### config.mk
export PLATFORM = sky130hd
export DESIGN_NAME = line_write_seq
export DESIGN_NICKNAME = d
export VERILOG_FILES = /design/src/rtl/lws_pkg.sv /design/src/rtl/lws_cmd_check.sv /design/src/rtl/lws_beat_ctrl.sv /design/src/rtl/lws_hdr_build.sv /design/src/rtl/line_write_seq.sv
export SDC_FILE = /design/constraint.sdc
export NUM_CORES = 1
export LEC_CHECK = 0
export ABC_AREA = 1
export BUFFER_PORTS_ARGS = -buffer_cell sky130_fd_sc_hd__buf_2
export CORE_AREA = 5 5 460 462
export CTS_BUF_LIST = sky130_fd_sc_hd__clkbuf_16
export DETAILED_ROUTE_END_ITERATION = 12
export DIE_AREA = 0 0 465 467
export PLACE_DENSITY = 0.35
export SKIP_CTS_REPAIR_TIMING = 1
export SLEW_MARGIN = 40
export SYNTH_ARGS = -nofsm -noshare
export SYNTH_HDL_FRONTEND = slang
export SYNTH_HIERARCHICAL = 1
export SYNTH_SLANG_ARGS = --single-unit
### constraint.sdc
create_clock -name clk -period 2.47 [get_ports clk]
set_input_delay 0.1235 -clock clk [delete_from_list [all_inputs] [get_ports clk]]
set_output_delay 0.1235 -clock clk [all_outputs]
set_load 0.01 [all_outputs]
### src/rtl/lws_pkg.sv
// Package for the line write sequencer.
// Holds the command record, the length codes and the fixed header layout.
// Assumes the header layout is fixed at 80 bits with a 42-bit line address.
package lws_pkg;
    localparam int HDR_W   = 80;
    localparam int LADDR_W = 42;
    localparam int TAG_W   = 16;
    localparam int TYPE_W  = 4;
    localparam int BYTE_W  = 6;

    typedef enum logic [1:0] {
        LEN_ONE  = 2'h0,
        LEN_TWO  = 2'h1,
        LEN_BAD  = 2'h2,
        LEN_FOUR = 2'h3
    } len_e;

    typedef struct packed {
        logic [LADDR_W-1:0] addr;
        logic [1:0]         len;
        logic [1:0]         chan;
        logic [TAG_W-1:0]   tag;
        logic [TYPE_W-1:0]  kind;
        logic               byte_mode;
        logic [BYTE_W-1:0]  bstart;
        logic [BYTE_W-1:0]  bcnt;
    } cmd_t;

    // Index of the last beat for a legal length code.
    function automatic logic [1:0] last_idx_of(input logic [1:0] len);
        case (len)
            LEN_ONE: last_idx_of = 2'd0;
            LEN_TWO: last_idx_of = 2'd1;
            default: last_idx_of = 2'd3;
        endcase
    endfunction
endpackage

### src/rtl/lws_cmd_check.sv
// Command legality check.
// Purely combinational. It decides whether a command obeys the length,
// alignment, byte-window and request-type rules.
// Assumes only the low two address bits matter for alignment.
module lws_cmd_check
    import lws_pkg::*;
#(
    parameter int MAX_TYPE = 2
) (
    input  logic [1:0]        addr_lo,
    input  logic [1:0]        len,
    input  logic [TYPE_W-1:0] kind,
    input  logic              byte_mode,
    input  logic [BYTE_W-1:0] bstart,
    input  logic [BYTE_W-1:0] bcnt,
    output logic              legal
);
    logic len_ok, align_ok, type_ok, window_ok;

    // Length code and natural alignment of the start line.
    always_comb begin
        len_ok   = (len != LEN_BAD);
        align_ok = 1'b1;
        if (len == LEN_TWO  && addr_lo[0])        align_ok = 1'b0;
        if (len == LEN_FOUR && addr_lo != 2'b00)  align_ok = 1'b0;
    end

    // Request type must be one of the write types.
    assign type_ok = (int'(kind) <= MAX_TYPE);

    // Byte window rules depend on the mode.
    always_comb begin
        if (byte_mode) window_ok = (len == LEN_ONE) && (bcnt != '0);
        else           window_ok = (bstart == '0) && (bcnt == '0);
    end

    assign legal = len_ok && align_ok && type_ok && window_ok;
endmodule

### src/rtl/lws_beat_ctrl.sv
// Beat controller.
// It tracks whether a burst is active and which beat comes next, and it
// issues one line request per cycle while downstream has room.
// Assumes the command has already been checked as legal when start is high.
module lws_beat_ctrl
    import lws_pkg::*;
(
    input  logic       clk,
    input  logic       rst_n,
    input  logic       start,
    input  logic [1:0] len,
    input  logic       tx_afull,
    output logic       busy,
    output logic       fire,
    output logic [1:0] idx
);
    logic [1:0] last_idx;

    assign fire = busy && !tx_afull;

    // Burst state: load on start, step on each issued beat, end on the last.
    always_ff @(posedge clk) begin
        if (!rst_n) begin
            busy     <= 1'b0;
            idx      <= 2'd0;
            last_idx <= 2'd0;
        end else if (start) begin
            busy     <= 1'b1;
            idx      <= 2'd0;
            last_idx <= last_idx_of(len);
        end else if (fire) begin
            if (idx == last_idx) begin
                busy <= 1'b0;
                idx  <= 2'd0;
            end else begin
                idx <= idx + 2'd1;
            end
        end
    end
endmodule

### src/rtl/lws_hdr_build.sv
// Header builder.
// Combinational. It forms the full header for the first beat and the reduced
// header for later beats, whose address bits come from start address + index.
// Assumes natural alignment, so the low-bit sum never needs a carry out.
module lws_hdr_build
    import lws_pkg::*;
(
    input  cmd_t             cmd,
    input  logic [1:0]       idx,
    output logic [HDR_W-1:0] hdr
);
    logic [1:0] addr_lo;

    assign addr_lo = cmd.addr[1:0] + idx;

    // Choose the first-beat layout or the continuation layout.
    always_comb begin
        if (idx == 2'd0) begin
            hdr = {cmd.bcnt, cmd.chan, 1'b1, cmd.byte_mode, cmd.len,
                   cmd.kind, cmd.bstart, cmd.addr, cmd.tag};
        end else begin
            hdr          = '0;
            hdr[67:64]   = cmd.kind;
            hdr[17:16]   = addr_lo;
        end
    end
endmodule

### src/rtl/line_write_seq.sv
// Multi-line memory write sequencer, top level.
// It accepts a write command when idle and rejects illegal commands with a
// one-cycle error pulse. It emits one registered header+data beat for each
// issued line request. Assumes line_data is valid in the cycle line_req is high.
module line_write_seq
    import lws_pkg::*;
#(
    parameter int DATA_W = 512
) (
    input  logic                clk,
    input  logic                rst_n,
    input  logic                cmd_valid,
    output logic                cmd_ready,
    input  logic [LADDR_W-1:0]  cmd_addr,
    input  logic [1:0]          cmd_len,
    input  logic [1:0]          cmd_chan,
    input  logic [TAG_W-1:0]    cmd_tag,
    input  logic [TYPE_W-1:0]   cmd_type,
    input  logic                cmd_byte_mode,
    input  logic [BYTE_W-1:0]   cmd_byte_start,
    input  logic [BYTE_W-1:0]   cmd_byte_cnt,
    output logic                line_req,
    input  logic [DATA_W-1:0]   line_data,
    input  logic                tx_afull,
    output logic                beat_valid,
    output logic [HDR_W-1:0]    beat_hdr,
    output logic [DATA_W-1:0]   beat_data,
    output logic                cmd_err
);
    cmd_t             cmd_in, cmd_q;
    logic             accept, legal, start, busy, fire;
    logic [1:0]       idx;
    logic [HDR_W-1:0] hdr_next;

    assign cmd_in = '{addr: cmd_addr, len: cmd_len, chan: cmd_chan,
                      tag: cmd_tag, kind: cmd_type, byte_mode: cmd_byte_mode,
                      bstart: cmd_byte_start, bcnt: cmd_byte_cnt};

    assign cmd_ready = !busy;
    assign accept    = cmd_valid && cmd_ready;
    assign start     = accept && legal;
    assign line_req  = fire;

    lws_cmd_check u_check (
        .addr_lo   (cmd_addr[1:0]),
        .len       (cmd_len),
        .kind      (cmd_type),
        .byte_mode (cmd_byte_mode),
        .bstart    (cmd_byte_start),
        .bcnt      (cmd_byte_cnt),
        .legal     (legal)
    );

    lws_beat_ctrl u_ctrl (
        .clk      (clk),
        .rst_n    (rst_n),
        .start    (start),
        .len      (cmd_len),
        .tx_afull (tx_afull),
        .busy     (busy),
        .fire     (fire),
        .idx      (idx)
    );

    lws_hdr_build u_hdr (
        .cmd (cmd_q),
        .idx (idx),
        .hdr (hdr_next)
    );

    // Hold the accepted command for the length of the burst.
    always_ff @(posedge clk) begin
        if (!rst_n)     cmd_q <= '0;
        else if (start) cmd_q <= cmd_in;
    end

    // Register the outgoing beat and the error pulse.
    always_ff @(posedge clk) begin
        if (!rst_n) begin
            beat_valid <= 1'b0;
            beat_hdr   <= '0;
            beat_data  <= '0;
            cmd_err    <= 1'b0;
        end else begin
            beat_valid <= fire;
            cmd_err    <= accept && !legal;
            if (fire) begin
                beat_hdr  <= hdr_next;
                beat_data <= line_data;
            end
        end
    end
endmodule

# Word level (Yosys, flattened, before mapping)
# Cells that the tools add are included.
[classes]
mux = 9
addsub = 2
n_eq_ne = 4
magnitude_cmp = 1
n_reduce_logical = 24
n_bitwise = 1
[op_table]
columns = ["operator", "n"]
rows = [
  ["$mux W80", 1],
  ["$logic_not A6 Y1", 2],
  ["$logic_and A1 B1 Y1", 11],
  ["$mux W1", 6],
  ["$reduce_bool A2 Y1", 3],
  ["$reduce_bool A6 Y1", 1],
  ["$le A4 B2 Y1 const B", 1],
  ["$logic_not A2 Y1", 2],
  ["$pmux W2 S2", 1],
  ["$logic_not A1 Y1", 3],
  ["$add A2 B1 Y2 const B", 1],
  ["$add A2 B2 Y2", 1],
  ["$eq A2 B1 Y1 const B", 1],
  ["$eq A2 B2 Y1", 1],
  ["$eq A2 B2 Y1 const B", 1],
  ["$mux W2", 1],
  ["$ne A2 B2 Y1 const B", 1],
  ["$reduce_and A2 Y1", 1],
  ["$reduce_or A2 Y1", 1],
  ["$not A1 Y1", 1],
]
[word_totals]
output_inout_bits = 596
regBits = 678

# Longest topological paths before layout
# Gate-level depths: netlist of the first run.
[depth]
depth_word = 10
ltp_mapped = 13
mapped_depth_nobuf = 11

# By module
# The synthesis of the first run kept the hierarchy.
[by_module_without_submodules]
columns = ["module", "cells_each", "n_inst", "area_each_um2", "seq_area_each_um2"]
rows = [
  ["line_write_seq", 3075, 1, 23695.2, 13472.9],
  ["lws_hdr_build", 170, 1, 1219.9, 0.0],
  ["lws_beat_ctrl", 33, 1, 232.7, 100.1],
  ["lws_cmd_check", 22, 1, 87.6, 0.0],
]

# Least setup slack after synthesis of the first run
# No wires, ideal clock.
[synth_timing]
kind = "input -> register"
start = "in cmd_byte_cnt[3]"
end = "reg u_ctrl.last_idx[1]"
slack_ns = 0.986
path_buffers = 2
required_ns = 2.349
setup_ns = 0.121
arrival_ns = 1.363
cell_stages = 12
path_cell_list = "nor2_1 nand3_1 nor2_1 nor2_1 nor2_1 nand3_1 buf_2 buf_2 inv_1 inv_1 o21ai_0 a21oi_1"
[synth_between]
elab_chain_cells = 5
elab_cells_between_ends = 7
cone_classes = "1 x mux; 6 x reduce/logical"
[synth_rtl]
columns = ["element", "line", "text"]
rows = [
  ["start: declaration", "line_write_seq.sv:21", "input logic [BYTE_W-1:0] cmd_byte_cnt,"],
  ["$logic_not A6 Y1 / $reduce_bool A6 Y1 (equally long branches)", "lws_cmd_check.sv:34, lws_cmd_check.sv:33", ""],
  ["$logic_and A1 B1 Y1, on equally long branches", "lws_cmd_check.sv:34, lws_cmd_check.sv:33", ""],
  ["$mux W1 (*)", "lws_cmd_check.sv:33", "if (byte_mode) window_ok = (len == LEN_ONE) && (bcnt != '0);"],
  ["$logic_and A1 B1 Y1 (*)", "lws_cmd_check.sv:37", "assign legal = len_ok && align_ok && type_ok && window_ok;"],
  ["named net legal", "line_write_seq.sv:31", "logic accept, legal, start, busy, fire;"],
  ["$logic_and A1 B1 Y1 (*)", "line_write_seq.sv:41", "assign start = accept && legal;"],
  ["named net start", "line_write_seq.sv:31", ""],
  ["end signal: assignment", "lws_beat_ctrl.sv:30", "last_idx <= last_idx_of(len);"],
  ["end: declaration", "lws_beat_ctrl.sv:17", "logic [1:0] last_idx;"],
]
# Mark *: on every way through the listed nets, which the timed path passes. The rest lies on a longest branch.
# A chain may end at the register's enable or synchronous reset.

# Final worst setup path of the first run
[layout_timing]
start = "reg u_ctrl.busy"
end = "reg beat_data[185]"
[layout_between]
elab_chain_cells = 1
[layout_rtl]
columns = ["element", "line", "text"]
rows = [
  ["start: declaration", "lws_beat_ctrl.sv:13", "output logic busy,"],
  ["start signal: assignment", "lws_beat_ctrl.sv:24", "busy <= 1'b0;"],
  ["start signal: assignment", "lws_beat_ctrl.sv:28", "busy <= 1'b1;"],
  ["start signal: assignment", "lws_beat_ctrl.sv:33", "busy <= 1'b0;"],
  ["$logic_and A1 B1 Y1", "lws_beat_ctrl.sv:19", "assign fire = busy && !tx_afull;"],
  ["end signal: assignment", "line_write_seq.sv:89", "beat_data <= line_data;"],
  ["end: declaration", "line_write_seq.sv:27", "output logic [DATA_W-1:0] beat_data,"],
]
# No other way between the ends.

==> results of run 1 <==
-- logic make-up (layout without fill, tap and decap cells) --
| family | after synthesis | in the layout | share of synthesized area |
|---|---|---|---|
| AO/OA/AOI/OAI | 598 | 598 | 0.119 |
| adder cells (fa/ha/maj) | 1 | 1 | 0.000496 |
| XOR/XNOR | 1 | 1 | 0.000347 |
| flip-flops | 678 | 678 | 0.538 |
| buffers and inverters | 402 | 2188 | 0.0830 |
| other | 0 | 40 | 0 |
| AND/OR/NAND/NOR | 1620 | 1620 | 0.260 |
-- metal layers --
layer / wire [µm] / vias up
met4: 3150 / 24
met2: 71600 / 1028
met5: 159 / -
li1: - / 13800
met3: 12800 / 179
met1: 72800 / 13000
-- cell usage in the layout, fill, tap and decap left out, drive strengths merged --
master / instances
buf: 1252
or2: 1
dlygate4sd3: 606
o21ai: 594
ha: 1
nor3: 1
bufinv: 8
a211oi: 1
a21oi: 3
clkinv: 38
diode: 40
inv: 191
nand2: 180
xor2: 1
clkbuf: 93
nand3: 8
dfxtp: 678
nor2: 1430
-- state kept, by name, summed over array words and instances, names as in the netlist --
signal	flops
u_ctrl/busy	1
beat_valid	1
cmd_err	1
u_ctrl/last_idx	2
beat_hdr	80
u_ctrl/idx	2
cmd_q	79
beat_data	512
-- final timing paths --
path,start,to,slack (ns),cells after the start
setup / recovery,u_ctrl/busy$_SDFFE_PN0P_,beat_data[185]$_SDFFE_PN0P_,0.20,7
hold / removal,line_data[411],beat_data[411]$_SDFFE_PN0P_,0.18,4
setup reg to reg,u_ctrl/busy$_SDFFE_PN0P_,beat_data[185]$_SDFFE_PN0P_,0.20,7
hold reg to reg,u_ctrl/last_idx[1]$_SDFFE_PN0P_,u_ctrl/last_idx[1]$_SDFFE_PN0P_,0.48,2
-- layout make-up --
type / instances / area share
Sequential cell: 678 / 0.316
Multi-Input combinational cell: 2220 / 0.223
Tap cell: 2704 / 0.0787
Timing Repair Buffer: 1858 / 0.298
Antenna cell: 40 / 0.00233
Clock buffer: 93 / 0.0541
Inverter: 167 / 0.0152
Clock inverter: 70 / 0.0131
-- per-stage QoR --
step           utilization  setup WS [ns]  cell area, µm²
4_1_cts              0.178         -0.255           36800
3_3_place_gp         0.164          0.422           33900
5_1_grt              0.208          0.116           42900
3_5_place_dp         0.164          0.415           33900
2_1_floorplan            -          0.986           25200
6_report             0.208          0.198           43000
-- power by group through the flow --
stage	combinational, mW	clock [mW]	sequential, mW
after CTS	1.31	13.7	11.1
after floorplan	0.342	0	11.4
after global routing	2.30	14.0	11.1
final	2.14	13.1	11.1
after global placement	1.31	0	11.3
after detailed placement	1.30	0	11.3
-- worst register-to-register path: stages (launching register included) --
cell	delay, ns
dfxtp_1	0.36
inv_2	0.06
nor2_4	0.31
clkinv_16	0.26
buf_4	0.44
nor2_1	0.13
nor2_1	0.05
dlygate4sd3_1	0.56
==> qor.yml, run 1 <==
antenna_found_initial: 75
wl_per_cell_um: 20.5
dr.first_iter.drc_count: 1527
cts_tree: "built"
hold_slack_ns: 0.177
overflow: 0
synth.most_common_cell: "nor2_1"
syn_nets: 3896
synth_async_sr_flop_share: 0
multi_input_area_um2: 9580
startpoint_type: "flop"
cap_viol_max_count: 0
synth_top_area_frac: 0.538
ir_worst_vdd_mv: 0.461
crit_type: "reg -> reg"
critical_path_required_ns: 3.05
cts_root_buf: "clkbuf_16"
worstMarginPinSlew_ns: 0.706
hold_path.class: "in -> reg"
worstPathArrival_ns: 2.86
syn2layout_area_growth_pct: 70.3
design.portCount: 1191
setup_viol: 0
rsz0062_at_grt: "false"
path_cells: "inv_2 > nor2_4 > clkinv_16 > buf_4 > nor2_1 > nor2_1 > dlygate4sd3_1"
num_rows: 167
fmax_mhz: 440
power_mw: 26.4
ant_nets: 0
die_w_um: 465
start_util: 0.122
final.fill_count: 23400
final_cells: 7830
ys_types: 23
seqPwrFrac: 0.421
grt.met1_usage: 0.179
clk-insertion-delay-late_ns: 0.71
numCtsBuffers: 91
design.core.area_um2: 207000
setup_tns_ns: 0
slowest_stage: "dlygate4sd3_1"
hpwlAfterDp_um: 126000
status: "complete, no violations"
p_leak_nw: 21.3
grt_use_met3: 0.0504
grt_first_pass_wirelength_um: 213000
die_h_um: 467
grt_max_degree: 109
yosysSeqAreaShare: 0.538
path_buf_inv: 4
power.net_switching_mw: 6.53
fin_skew_ns: 0.0286
syn-mean-instance-area_um2: 7.65
cts.path.max_buffers: 3
drcViolationCount: 0
fin_crit_sh: 0.920
synth_seq_cells: 678
dp_cells: 7022
seq_area_um2: 13600
netSwitchingFraction: 0.248
path_max_fanout: 56
synth_area_leaders: "dfxtp_1 54%, nor2_1 20%, o21ai_0 12%"
vias: 28000
drt-vias-per-instance: 3.58
finalHoldViolCount: 0
grt-busiest-layer: "met2"
grt_pass1_vias: 25100
cp_slowest_stage_delay_ns: 0.56
die_area_um2: 217000
clockPowerShare: 0.498
period_minus_slack_ns: 2.27
grtUsageMet2: 0.218
syn-instance-count: 3300
dr.pass1.iters: 5
max_slew_margin: 0.529
netlist_area_um2: 25200
wl_um: 161000
clock-sinks: 678
layout-drive-gt1-share: 0.282
place.port_buffers: 1190
dominantRegCellSynth: "dfxtp_1"
synth_common_cells: "1370 x nor2_1, 678 x dfxtp_1, 594 x o21ai_0"
drv_slew: 0
path_common_cell: "nor2_1"
yosysTopAreaCell: "dfxtp_1"
htree_num_levels: 3
powerDensity_nw_per_um2: 613
synth-edff-count: 0
crit_family: "buffers and inverters"
gp_congestion: 0.888
nNetsFinal: 5612
grt_usage: 0.138
clk_pin_slew_worst_paths_ns: 0.06
ys_warn_count: 6
combPwrFrac: 0.081
crit_path_end_kind: "flop"
internal_power_mw: 19.8
Power figures use the tool's default switching activity.
==> inputs of run 2 (changes only) <==
- RECOVER_POWER: not set -> 50
==> qor.yml, run 2 (synthesis gave the netlist of run 1 again) <==
dp_cells: 7022
design.core.area_um2: 207000
power_mw: 26.3
drcViolationCount: 0
fin_ws_ns: 0.190
hold_path.class: "in -> reg"
p_leak_nw: 18.7
powerDensity_nw_per_um2: 624
cts.path.max_buffers: 3
vias: 28000
worstPathArrival_ns: 2.86
numCtsBuffers: 91
start_util: 0.122
dr.pass1.iters: 5
cap_viol_max_count: 0
mostFrequentLayoutCells: "1370 x nor2_1, 678 x dfxtp_1, 606 x dlygate4sd3_1"
crit_path_end_kind: "flop"
cts_tree: "built"
num_rows: 167
rsz0062_at_grt: "false"
clk-insertion-delay-late_ns: 0.71
final_cells: 7828
die_area_um2: 217000
wl_per_cell_um: 20.5
grt_max_degree: 109
clk_pin_slew_worst_paths_ns: 0.06
drv_slew: 0
path_max_fanout: 55
final.fill_count: 23700
worstMarginPinSlew_ns: 0.874
fin_crit_sh: 0.923
drt-vias-per-instance: 3.58
grt_pass1_vias: 25100
htree_num_levels: 3
setup_viol: 0
ff2ff_path_depth: 7
ant_nets: 0
die_h_um: 467
r2r_setup_slack_ns: 0.19
gp_congestion: 0.888
worstSetupStartpoint: "u_ctrl/busy$_SDFFE_PN0P_"
nNetsFinal: 5612
dr.first_iter.drc_count: 1503
place_ws_ns: 0.415
clock-sinks: 678
layout-drive-gt1-share: 0.166
crit_type: "reg -> reg"
die_w_um: 465
period_minus_slack_ns: 2.28
syn2layout_area_growth_pct: 67.3
reg2reg_from: "u_ctrl/busy$_SDFFE_PN0P_"
setup_tns_ns: 0
wl_um: 161000
fmax_mhz: 439
design.portCount: 1191
final_common_cell: "nor2_1"
antenna_found_initial: 73
overflow: 0
cts_root_buf: "clkbuf_16"
largest_reg_flops: 512
critical_path_required_ns: 3.05
status: "complete, no violations"
startpoint_type: "flop"
grt_usage: 0.138
place.port_buffers: 1190
hold_slack_ns: 0.176
largestRegisters: "beat_data: 512 flops, beat_hdr: 80 flops, cmd_q: 79 flops"
crit_end: "beat_data[185]$_SDFFE_PN0P_"
max_slew_margin: 0.417
grt_first_pass_wirelength_um: 213000
finalHoldViolCount: 0
regMostFlops: "beat_data"
fin_skew_ns: 0.0256
ir_worst_vdd_mv: 0.461
worst_r2r_endpoint: "beat_data[185]$_SDFFE_PN0P_"
hpwlAfterDp_um: 126000
==> run 2: cell types whose count changed in the layout (fill, tap and decap cells not counted) <==
cell and delta:
buf_12 -1, buf_2 -592, clkbuf_1 +592, clkbuf_2 +1
diode_2 -2, inv_1 +1, inv_2 -1, nand3_1 +1
nand3_4 -1
==> run 2: worst min path at each step <==
stage	endpoint	slack, ns	cells past startpoint	from
3_3_place_gp	beat_data[271]$_SDFFE_PN0P_	0.34	3	line_data[271]
2_1_floorplan	u_ctrl/busy$_SDFFE_PN0P_	0.26	2	rst_n
3_5_place_dp	beat_data[294]$_SDFFE_PN0P_	0.35	3	line_data[294]
5_1_grt	beat_data[388]$_SDFFE_PN0P_	0.12	4	line_data[388]
6_report	beat_data[411]$_SDFFE_PN0P_	0.18	4	line_data[411]
4_1_cts	beat_data[407]$_SDFFE_PN0P_	-0.49	3	line_data[407]
==> run 2: layout make-up <==
class | count | area, µm² | share of cell area
sequential | 678 | 13600 | 0.322
timing repair buffer | 1858 | 12100 | 0.286
multi-input combinational | 2220 | 9570 | 0.227
tap | 2704 | 3380 | 0.0801
clock buffer | 93 | 2330 | 0.0551
inverter | 167 | 653 | 0.0155
clock inverter | 70 | 562 | 0.0133
antenna | 38 | 95.1 | 0.00225
==> run 2: power breakdown <==
part           leakage, nW  total [mW]  switching (mW)  internal, mW
combinational         11.8        2.12           0.993          1.13
clock                 1.49        13.1            5.47          7.63
sequential            5.47        11.1          0.0556          11.0
total                 18.7        26.3            6.52          19.8
==> run 2: critical path, cell delays in order, from the launching register on <==
cell	delay [ns]
dfxtp_1	0.34
inv_1	0.08
nor2_4	0.32
clkinv_16	0.26
buf_4	0.34
nor2_1	0.12
nor2_1	0.05
dlygate4sd3_1	0.56
==> run 2: per-stage QoR <==
step / util / instance area (µm²)
after floorplan: - / 25200
after global placement: 0.164 / 33900
after detailed placement: 0.164 / 33900
after CTS: 0.178 / 36800
after global routing: 0.204 / 42200
final: 0.204 / 42200
==> run 2: routing by layer <==
metal / track usage / vias to the layer above / wire (µm)
li1: - / 13800 / -
met1: 0.179 / 13000 / 73100
met2: 0.218 / 1014 / 71500
met3: 0.0504 / 183 / 12600
met4: 0.0339 / 28 / 3400
met5: 0 / - / 186
